$ cat config.mk
export PLATFORM = sky130hd
export DESIGN_NAME = bsl_entry_link
export DESIGN_NICKNAME = d
export VERILOG_FILES = /design/src/rtl/bsl_link_pkg.sv /design/src/rtl/bsl_tick_gen.sv /design/src/rtl/bsl_uart_tx.sv /design/src/rtl/bsl_uart_rx.sv /design/src/rtl/bsl_entry_seq.sv /design/src/rtl/bsl_pw_stream.sv /design/src/rtl/bsl_entry_link.sv
export SDC_FILE = /design/constraint.sdc
export NUM_CORES = 1
export LEC_CHECK = 0
export ABC_AREA = 1
export BUFFER_PORTS_ARGS = -buffer_cell sky130_fd_sc_hd__buf_2
export CAP_MARGIN = 40
export CORE_UTILIZATION = 55
export CTS_CLUSTER_DIAMETER = 200
export DETAILED_ROUTE_END_ITERATION = 10
export GPL_ROUTABILITY_DRIVEN = 0
export PLACE_DENSITY = 0.83
export SLEW_MARGIN = 20
export SYNTH_ARGS = -nofsm -noshare
export SYNTH_HDL_FRONTEND = slang
export SYNTH_SLANG_ARGS = --single-unit
$ cat constraint.sdc
create_clock -name clk -period 2.63 [get_ports clk]
set_input_delay 0.263 -clock clk [delete_from_list [all_inputs] [get_ports clk]]
set_output_delay 0.263 -clock clk [all_outputs]
set_load 0.01 [all_outputs]
$ cat src/rtl/bsl_link_pkg.sv
package bsl_link_pkg;

    localparam int OVS        = 16;  // receiver ticks per bit
    localparam int FRAME_BITS = 11;  // start + 8 data + parity + stop

    typedef enum logic [2:0] {
        ENT_IDLE,
        ENT_RLO_CLO,   // reset low, clock low
        ENT_RLO_CHI1,  // first clock high
        ENT_RLO_CLO2,  // clock back low
        ENT_RLO_CHI2,  // second clock high
        ENT_RHI_CHI,   // reset released during clock high
        ENT_SYNC,      // offering the sync byte
        ENT_WAIT       // waiting for the reply
    } ent_state_t;

    typedef struct packed {
        logic rst_n;
        logic tclk;
    } pin_lvl_t;

    typedef struct packed {
        logic       valid;
        logic [7:0] data;
    } byte_req_t;

    function automatic logic even_par(input logic [7:0] d);
        return ^d;
    endfunction

    function automatic logic [FRAME_BITS-1:0] tx_frame(input logic [7:0] d);
        return {1'b1, even_par(d), d, 1'b0};
    endfunction

    function automatic pin_lvl_t pins_of(input ent_state_t s);
        pin_lvl_t p;
        case (s)
            ENT_RLO_CLO:  p = '{rst_n: 1'b0, tclk: 1'b0};
            ENT_RLO_CHI1: p = '{rst_n: 1'b0, tclk: 1'b1};
            ENT_RLO_CLO2: p = '{rst_n: 1'b0, tclk: 1'b0};
            ENT_RLO_CHI2: p = '{rst_n: 1'b0, tclk: 1'b1};
            ENT_RHI_CHI:  p = '{rst_n: 1'b1, tclk: 1'b1};
            default:      p = '{rst_n: 1'b1, tclk: 1'b0};
        endcase
        return p;
    endfunction

endpackage

$ cat src/rtl/bsl_tick_gen.sv
module bsl_tick_gen #(
    parameter int TICK_DIV = 814
) (
    input  logic clk,
    input  logic rst,
    output logic tick
);
    localparam int CW = (TICK_DIV > 1) ? $clog2(TICK_DIV) : 1;

    logic [CW-1:0] cnt;

    always_ff @(posedge clk) begin
        if (rst) begin
            cnt  <= '0;
            tick <= 1'b0;
        end else if (cnt == CW'(TICK_DIV - 1)) begin
            cnt  <= '0;
            tick <= 1'b1;
        end else begin
            cnt  <= cnt + 1'b1;
            tick <= 1'b0;
        end
    end
endmodule

$ cat src/rtl/bsl_uart_tx.sv
module bsl_uart_tx
    import bsl_link_pkg::*;
#(
    parameter int BIT_CLKS = 16 * 814
) (
    input  logic       clk,
    input  logic       rst,
    input  logic       in_valid,
    input  logic [7:0] in_data,
    output logic       in_ready,
    output logic       txd
);
    localparam int CW = $clog2(BIT_CLKS + 1);

    logic [FRAME_BITS-1:0] sh;
    logic [3:0]            bitn;
    logic [CW-1:0]         cc;
    logic                  active;

    always_ff @(posedge clk) begin
        if (rst) begin
            active <= 1'b0;
            sh     <= '1;
            bitn   <= '0;
            cc     <= '0;
        end else if (!active) begin
            if (in_valid) begin
                sh     <= tx_frame(in_data);
                active <= 1'b1;
                bitn   <= '0;
                cc     <= '0;
            end
        end else if (cc == CW'(BIT_CLKS - 1)) begin
            cc <= '0;
            if (bitn == 4'(FRAME_BITS - 1)) begin
                active <= 1'b0;
            end else begin
                sh   <= {1'b1, sh[FRAME_BITS-1:1]};
                bitn <= bitn + 1'b1;
            end
        end else begin
            cc <= cc + 1'b1;
        end
    end

    assign in_ready = !active;
    assign txd      = active ? sh[0] : 1'b1;

    assert_accept_R8: assert property (@(posedge clk) disable iff (rst)
        (in_valid && in_ready) |=> !in_ready);
    assert_start_low_R8: assert property (@(posedge clk) disable iff (rst)
        (active && bitn == 4'd0) |-> !txd);
    assert_stop_high_R8: assert property (@(posedge clk) disable iff (rst)
        (active && bitn == 4'(FRAME_BITS - 1)) |-> txd);
endmodule

$ cat src/rtl/bsl_uart_rx.sv
module bsl_uart_rx
    import bsl_link_pkg::*;
(
    input  logic       clk,
    input  logic       rst,
    input  logic       tick,
    input  logic       rxd,
    output logic       out_valid,
    output logic [7:0] out_data,
    output logic       err
);
    logic       s1, s2;
    logic       busy;
    logic [3:0] tc;
    logic [3:0] bn;
    logic [7:0] sh;
    logic       par;
    logic       bad;

    always_ff @(posedge clk) begin
        if (rst) begin
            s1 <= 1'b1;
            s2 <= 1'b1;
        end else begin
            s1 <= rxd;
            s2 <= s1;
        end
    end

    assign bad = (par != even_par(sh)) || !s2;

    always_ff @(posedge clk) begin
        if (rst) begin
            busy      <= 1'b0;
            tc        <= '0;
            bn        <= '0;
            sh        <= '0;
            par       <= 1'b0;
            out_valid <= 1'b0;
            out_data  <= '0;
            err       <= 1'b0;
        end else begin
            out_valid <= 1'b0;
            if (!busy) begin
                if (tick && !s2) begin
                    busy <= 1'b1;
                    tc   <= '0;
                    bn   <= '0;
                end
            end else if (tick) begin
                tc <= tc + 1'b1;
                if (tc == 4'(OVS / 2 - 1)) begin
                    bn <= bn + 1'b1;
                    if (bn == 4'd0) begin
                        if (s2) busy <= 1'b0;  // glitch, not a start bit
                    end else if (bn <= 4'd8) begin
                        sh <= {s2, sh[7:1]};
                    end else if (bn == 4'd9) begin
                        par <= s2;
                    end else begin
                        busy      <= 1'b0;
                        out_valid <= 1'b1;
                        out_data  <= sh;
                        if (bad) err <= 1'b1;
                    end
                end
            end
        end
    end

    assert_err_sticky_R10: assert property (@(posedge clk) disable iff (rst)
        err |=> err);
    assert_err_cause_R10: assert property (@(posedge clk) disable iff (rst)
        $rose(err) |-> out_valid);
    assert_valid_pulse_R9: assert property (@(posedge clk) disable iff (rst)
        out_valid |=> !out_valid);
endmodule

$ cat src/rtl/bsl_entry_seq.sv
module bsl_entry_seq
    import bsl_link_pkg::*;
#(
    parameter int         BIT_CLKS     = 16 * 814,
    parameter int         TIMEOUT_CLKS = 1250000,
    parameter logic [7:0] SYNC_BYTE    = 8'h80,
    parameter int         PHW          = 16
) (
    input  logic           clk,
    input  logic           rst,
    input  logic           start,
    input  logic [PHW-1:0] phase_len,
    input  logic           tx_ready,
    input  logic           rx_valid,
    input  logic [7:0]     rx_data,
    output logic           tgt_rst_n,
    output logic           tgt_tclk,
    output byte_req_t      tx_req,
    output logic           busy,
    output logic           ack_valid,
    output logic [7:0]     ack_data,
    output logic           timeout
);
    localparam int TW = $clog2(TIMEOUT_CLKS + 1);

    ent_state_t     state;
    logic [PHW-1:0] cnt;
    logic [PHW-1:0] hold;
    logic [TW-1:0]  tcnt;
    pin_lvl_t       lvl;

    assign hold = (phase_len < PHW'(BIT_CLKS)) ? PHW'(BIT_CLKS) : phase_len;

    always_ff @(posedge clk) begin
        if (rst) begin
            state     <= ENT_IDLE;
            cnt       <= '0;
            tcnt      <= '0;
            ack_valid <= 1'b0;
            ack_data  <= '0;
            timeout   <= 1'b0;
        end else begin
            ack_valid <= 1'b0;
            case (state)
                ENT_IDLE: begin
                    if (start) begin
                        state   <= ENT_RLO_CLO;
                        cnt     <= hold - 1'b1;
                        timeout <= 1'b0;
                    end
                end
                ENT_RLO_CLO, ENT_RLO_CHI1, ENT_RLO_CLO2, ENT_RLO_CHI2, ENT_RHI_CHI: begin
                    if (cnt == '0) begin
                        state <= ent_state_t'(state + 3'd1);
                        cnt   <= hold - 1'b1;
                    end else begin
                        cnt <= cnt - 1'b1;
                    end
                end
                ENT_SYNC: begin
                    if (tx_ready) begin
                        state <= ENT_WAIT;
                        tcnt  <= '0;
                    end
                end
                default: begin
                    if (rx_valid) begin
                        ack_valid <= 1'b1;
                        ack_data  <= rx_data;
                        state     <= ENT_IDLE;
                    end else if (tcnt == TW'(TIMEOUT_CLKS - 1)) begin
                        timeout <= 1'b1;
                        state   <= ENT_IDLE;
                    end else begin
                        tcnt <= tcnt + 1'b1;
                    end
                end
            endcase
        end
    end

    assign lvl         = pins_of(state);
    assign tgt_rst_n   = lvl.rst_n;
    assign tgt_tclk    = lvl.tclk;
    assign busy        = (state != ENT_IDLE);
    assign tx_req      = '{valid: (state == ENT_SYNC), data: SYNC_BYTE};

    assert_rst_rise_in_high_R2: assert property (@(posedge clk) disable iff (rst)
        $rose(tgt_rst_n) |-> tgt_tclk);
    assert_clock_fall_ends_R2: assert property (@(posedge clk) disable iff (rst)
        ($fell(tgt_tclk) && tgt_rst_n) |-> (state == ENT_SYNC));
    assert_busy_on_start_R5: assert property (@(posedge clk) disable iff (rst)
        (start && !busy) |=> busy);
    assert_ack_ends_R6: assert property (@(posedge clk) disable iff (rst)
        ack_valid |-> !busy);
    assert_timeout_idle_R7: assert property (@(posedge clk) disable iff (rst)
        timeout |-> !busy);
endmodule

$ cat src/rtl/bsl_pw_stream.sv
module bsl_pw_stream
    import bsl_link_pkg::*;
(
    input  logic        clk,
    input  logic        rst,
    input  logic        go,
    input  logic        erased,
    input  logic [15:0] word,
    input  logic        tx_ready,
    output logic [3:0]  index,
    output byte_req_t   tx_req,
    output logic        active
);
    localparam int NBYTES = 32;
    localparam int BW     = $clog2(NBYTES);

    logic [BW-1:0] bc;
    logic [15:0]   w;

    always_ff @(posedge clk) begin
        if (rst) begin
            active <= 1'b0;
            bc     <= '0;
        end else if (!active) begin
            if (go) begin
                active <= 1'b1;
                bc     <= '0;
            end
        end else if (tx_ready) begin
            if (bc == BW'(NBYTES - 1)) active <= 1'b0;
            else                       bc     <= bc + 1'b1;
        end
    end

    assign index  = bc[BW-1:1];
    assign w      = erased ? 16'hFFFF : word;
    assign tx_req = '{valid: active, data: bc[0] ? w[15:8] : w[7:0]};

    assert_index_ascends_R11: assert property (@(posedge clk) disable iff (rst)
        (active && $past(active)) |-> (index >= $past(index)));
    assert_erased_bytes_R12: assert property (@(posedge clk) disable iff (rst)
        (active && erased) |-> (tx_req.data == 8'hFF));
endmodule

$ cat src/rtl/bsl_entry_link.sv
module bsl_entry_link
    import bsl_link_pkg::*;
#(
    parameter int         TICK_DIV     = 814,
    parameter int         TIMEOUT_CLKS = 1250000,
    parameter logic [7:0] SYNC_BYTE    = 8'h80,
    parameter int         PHW          = 16
) (
    input  logic           clk,
    input  logic           rst,
    input  logic           entry_start,
    input  logic [PHW-1:0] phase_len,
    output logic           tgt_reset_n,
    output logic           tgt_testclk,
    output logic           txd,
    input  logic           rxd,
    output logic           busy,
    output logic           ack_valid,
    output logic [7:0]     ack_data,
    output logic           entry_timeout,
    input  logic           pw_go,
    input  logic           pw_erased,
    output logic [3:0]     pw_index,
    input  logic [15:0]    pw_word,
    output logic           pw_active,
    input  logic           tx_valid,
    input  logic [7:0]     tx_data,
    output logic           tx_ready,
    output logic           rx_valid,
    output logic [7:0]     rx_data,
    output logic           rx_err
);
    localparam int BIT_CLKS = OVS * TICK_DIV;

    logic      tick;
    logic      utx_ready;
    byte_req_t ent_req, pw_req, usr_req, sel_req;

    assign usr_req = '{valid: tx_valid, data: tx_data};

    always_comb begin
        if (busy)           sel_req = ent_req;
        else if (pw_active) sel_req = pw_req;
        else                sel_req = usr_req;
    end

    bsl_tick_gen #(.TICK_DIV(TICK_DIV)) u_tick (
        .clk(clk), .rst(rst), .tick(tick)
    );

    bsl_uart_tx #(.BIT_CLKS(BIT_CLKS)) u_tx (
        .clk(clk), .rst(rst),
        .in_valid(sel_req.valid), .in_data(sel_req.data),
        .in_ready(utx_ready), .txd(txd)
    );

    bsl_uart_rx u_rx (
        .clk(clk), .rst(rst), .tick(tick), .rxd(rxd),
        .out_valid(rx_valid), .out_data(rx_data), .err(rx_err)
    );

    bsl_entry_seq #(
        .BIT_CLKS(BIT_CLKS), .TIMEOUT_CLKS(TIMEOUT_CLKS),
        .SYNC_BYTE(SYNC_BYTE), .PHW(PHW)
    ) u_entry (
        .clk(clk), .rst(rst),
        .start(entry_start && !pw_active),
        .phase_len(phase_len),
        .tx_ready(busy && utx_ready),
        .rx_valid(rx_valid), .rx_data(rx_data),
        .tgt_rst_n(tgt_reset_n), .tgt_tclk(tgt_testclk),
        .tx_req(ent_req), .busy(busy),
        .ack_valid(ack_valid), .ack_data(ack_data),
        .timeout(entry_timeout)
    );

    bsl_pw_stream u_pw (
        .clk(clk), .rst(rst),
        .go(pw_go && !busy && !entry_start),
        .erased(pw_erased), .word(pw_word),
        .tx_ready(!busy && pw_active && utx_ready),
        .index(pw_index), .tx_req(pw_req), .active(pw_active)
    );

    assign tx_ready = !busy && !pw_active && utx_ready;

    assert_user_blocked_R13: assert property (@(posedge clk) disable iff (rst)
        (busy || pw_active) |-> !tx_ready);
    assert_one_owner_R13: assert property (@(posedge clk) disable iff (rst)
        !(busy && pw_active));
endmodule

==> impl_metrics.yaml <==
detailed_routing:
  viasPerCell: 5.38
  final_antenna_net_count: 0
  first_pass_iters: 5
  drt_iter0_drc: 513
  routedWlPerCell_um: 12.6
  routed_wl_um: 16900
  drc_errors: 0
  vias: 7231
setup_path:
  crit_type: "flop to output port"
  startpoint: "u_entry.state[0]$_SDFFE_PP0P_"
  crit_chain: "inv_1, ha_1, nand2_2, inv_1, nor2_2, nand2_1, a21oi_1, buf_2"
  slowest_stage: "dfxtp_1"
  arrival_ns: 2.11
  rr_worst_depth: 14
  path_delay_family: "flip-flops"
  end_kind: "output port"
  cp.depth: 8
  r2r_slack_ns: 0.32
  startpoint_type: "flop"
  critPathMaxStageDelay_ns: 0.39
  crit_buf_inv: 3
  required_ns: 2.37
  rr_startpoint: "u_entry.state[0]$_SDFFE_PP0P_"
  crit_fanout: 5
  worst_path_most_repeated_cell: "inv_1"
timing:
  fin_worst_skew_ns: 0.00680
  fmax_mhz: 422
  tns_ns: 0
  hold_viol: 0
  fin_crit_sh_pct: 90.1
  max_slew_margin_pct: 62.8
  period_needed_ns: 2.37
  tightest_slew_ns: 0.553
  finalSetupViolations: 0
  rsz0062_at_grt: "no"
  drv_slew: 0
layout:
  fin_nets: 1223
  regArea_um2: 2520
  drive_gt1_share_pct: 15.4
  fill_cells: 1188
  multi_input_area_um2: 4190
  mostFrequentLayoutCells: "206 x nand2_1, 137 x nor2_1, 126 x dfxtp_1"
  synthToLayoutAreaGrowth_pct: 13.9
  fin_util_pct: 64.0
  final_common_cell: "nand2_1"
  n_antenna_cell: 0
die:
  die_y_um: 118
  start_util_pct: 56.2
  row_count: 42
  die_width_um: 118
  core_um2: 13200
  die_area_um2: 13900
  ios: 77
synth:
  synth_seq_area_share_pct: 34.0
  synth_edf_count: 0
  synthTopCellsByArea: "dfxtp_1 34%, nand2_1 10%, nor2_1 6.9%"
  ys_warn_count: 0
  ys.flop_type: "dfxtp_1"
  ys_seq_elements: 126
  synth.net_count: 1151
  synthCells: 1084
  async_flop_share_pct: 0
  synth.avg_cell_area_um2: 6.84
  yosysTopAreaCell: "dfxtp_1"
  synth.distinct_cells: 56
  synth_top_cell_area_share_pct: 34.0
  syn-cell-area_um2: 7410
power:
  vdd_drop_max_v: 0.000502
  finalPower_mw: 7.10
  leakagePower_nw: 3.64
  power.density_nw_per_um2: 841
place:
  place_hpwl_um: 12100
  io_buffers: 76
min_path:
  min_path_cells: 2
  hold_class: "input pin to flop"
  hold_start: "rxd"
clocking:
  cts_setup_buffers: 0
  cts_buffers: 17
  ctsResizeCount: 0
  clock_latency_ns: 0.41
  clock_sinks: 126
  ctsHoldBuffers: 0
  htreeDepth: 4
  root_buffer: "clkbuf_16"
  cts_tree: "done"
  clock_path_buffers: 2
  path_clk_slew_ns: 0.06
global_routing:
  grt_remaining_overflow: 0
  grt_pass1_wl_um: 28800
  grt_start_max_net_pins: 31
  antenna_found_initial: 0
  track_usage_pct: 24.9
  grt_pass1_vias: 6541
outcome:
  status: "complete, no violations"
run:
  cap_violations: 0
registers in the layout, indices dropped and copies added, names as in the netlist, 3 cells and up:
signal,flops
u_entry.tcnt,21
u_entry.cnt,16
u_tx.cc,14
u_tick.cnt,10
u_tx.sh,10
u_entry.ack_data,8
u_rx.out_data,8
u_rx.sh,8
u_pw.bc,5
u_rx.bn,4
u_rx.tc,4
u_tx.bitn,4
u_entry.state,3
logic make-up (layout without fill, tap and decap cells):
group / Yosys count / after routing / share of synthesized area [%]
flops: 126 / 126 / 34.0
compound gates: 211 / 211 / 16.1
xor+xnor: 29 / 29 / 3.43
simple gates: 534 / 534 / 33.7
buf+inv: 164 / 248 / 9.43
fa+ha+maj: 20 / 20 / 3.38
power by group:
part | internal, mW | total, mW | leakage [nW] | switching [mW]
sequential | 2.15 | 2.37 | 1.02 | 0.222
clock | 1.25 | 2.13 | 0.262 | 0.875
combinational | 0.877 | 2.60 | 2.35 | 1.72
total | 4.28 | 7.10 | 3.64 | 2.82
synthesized netlist by cell type (all sizes together), types with 5 or more instances:
cell type and number:
nor3b 7, ha 20, nand2 216, a211oi 7, a21oi 93, nor3 36
nor4 10, buf 18, o21ai 85, dfxtp 126, nand3 79, xor2 16
inv 128, clkbuf 16, xnor2 13, a31oi 5, nand4 24, nor2 148
or2 7
worst paths after layout:
path / to
max: tgt_reset_n
min: u_rx.s1$_SDFF_PP1_
max reg2reg: u_entry.tcnt[9]$_SDFFE_PP0P_
min reg2reg: u_rx.s2$_SDFF_PP1_
stage by stage:
step	std cells	hold WS (ns)	setup WS [ns]	area [um^2]
2_1_floorplan	1084	0.367	0.682	7410
3_5_place_dp	1313	0.395	0.394	7900
4_1_cts	1344	0.0247	0.252	8440
3_3_place_gp	1313	0.395	0.452	7900
5_1_grt	1344	0.0380	0.0720	8440
6_report	1344	0.0344	0.260	8440
layout make-up:
cell class	count	area share, %
tap	176	2.61
timing repair buffer	87	5.63
multi-input combinational	794	49.6
clock inverter	12	1.07
inverter	130	5.81
clock buffer	19	5.36
sequential	126	29.9
metal layers:
| metal | vias to the layer above | GRT usage, % | part of all wire (%) |
|---|---|---|---|
| met5 | - | 0 | 0 |
| met4 | 0 | 7.93 | 1.6 |
| met3 | 26 | 5.09 | 4.8 |
| met2 | 185 | 43.4 | 48 |
| met1 | 3277 | 30.5 | 46 |
| li1 | 3743 | - | - |
worst register-to-register path: stages, from the launching register on:
cell      delay (ns)
dfxtp_1         0.39
inv_1           0.13
ha_1            0.32
nand2_2         0.12
inv_1           0.06
nor2_2          0.14
nand3_1         0.11
a21oi_1         0.13
nand2_1         0.08
inv_2           0.07
nand2_2         0.06
buf_4           0.20
o21ai_4         0.23
o21bai_1        0.14
nor2_1          0.05
Note: power is estimated with default switching activity, not from simulation.
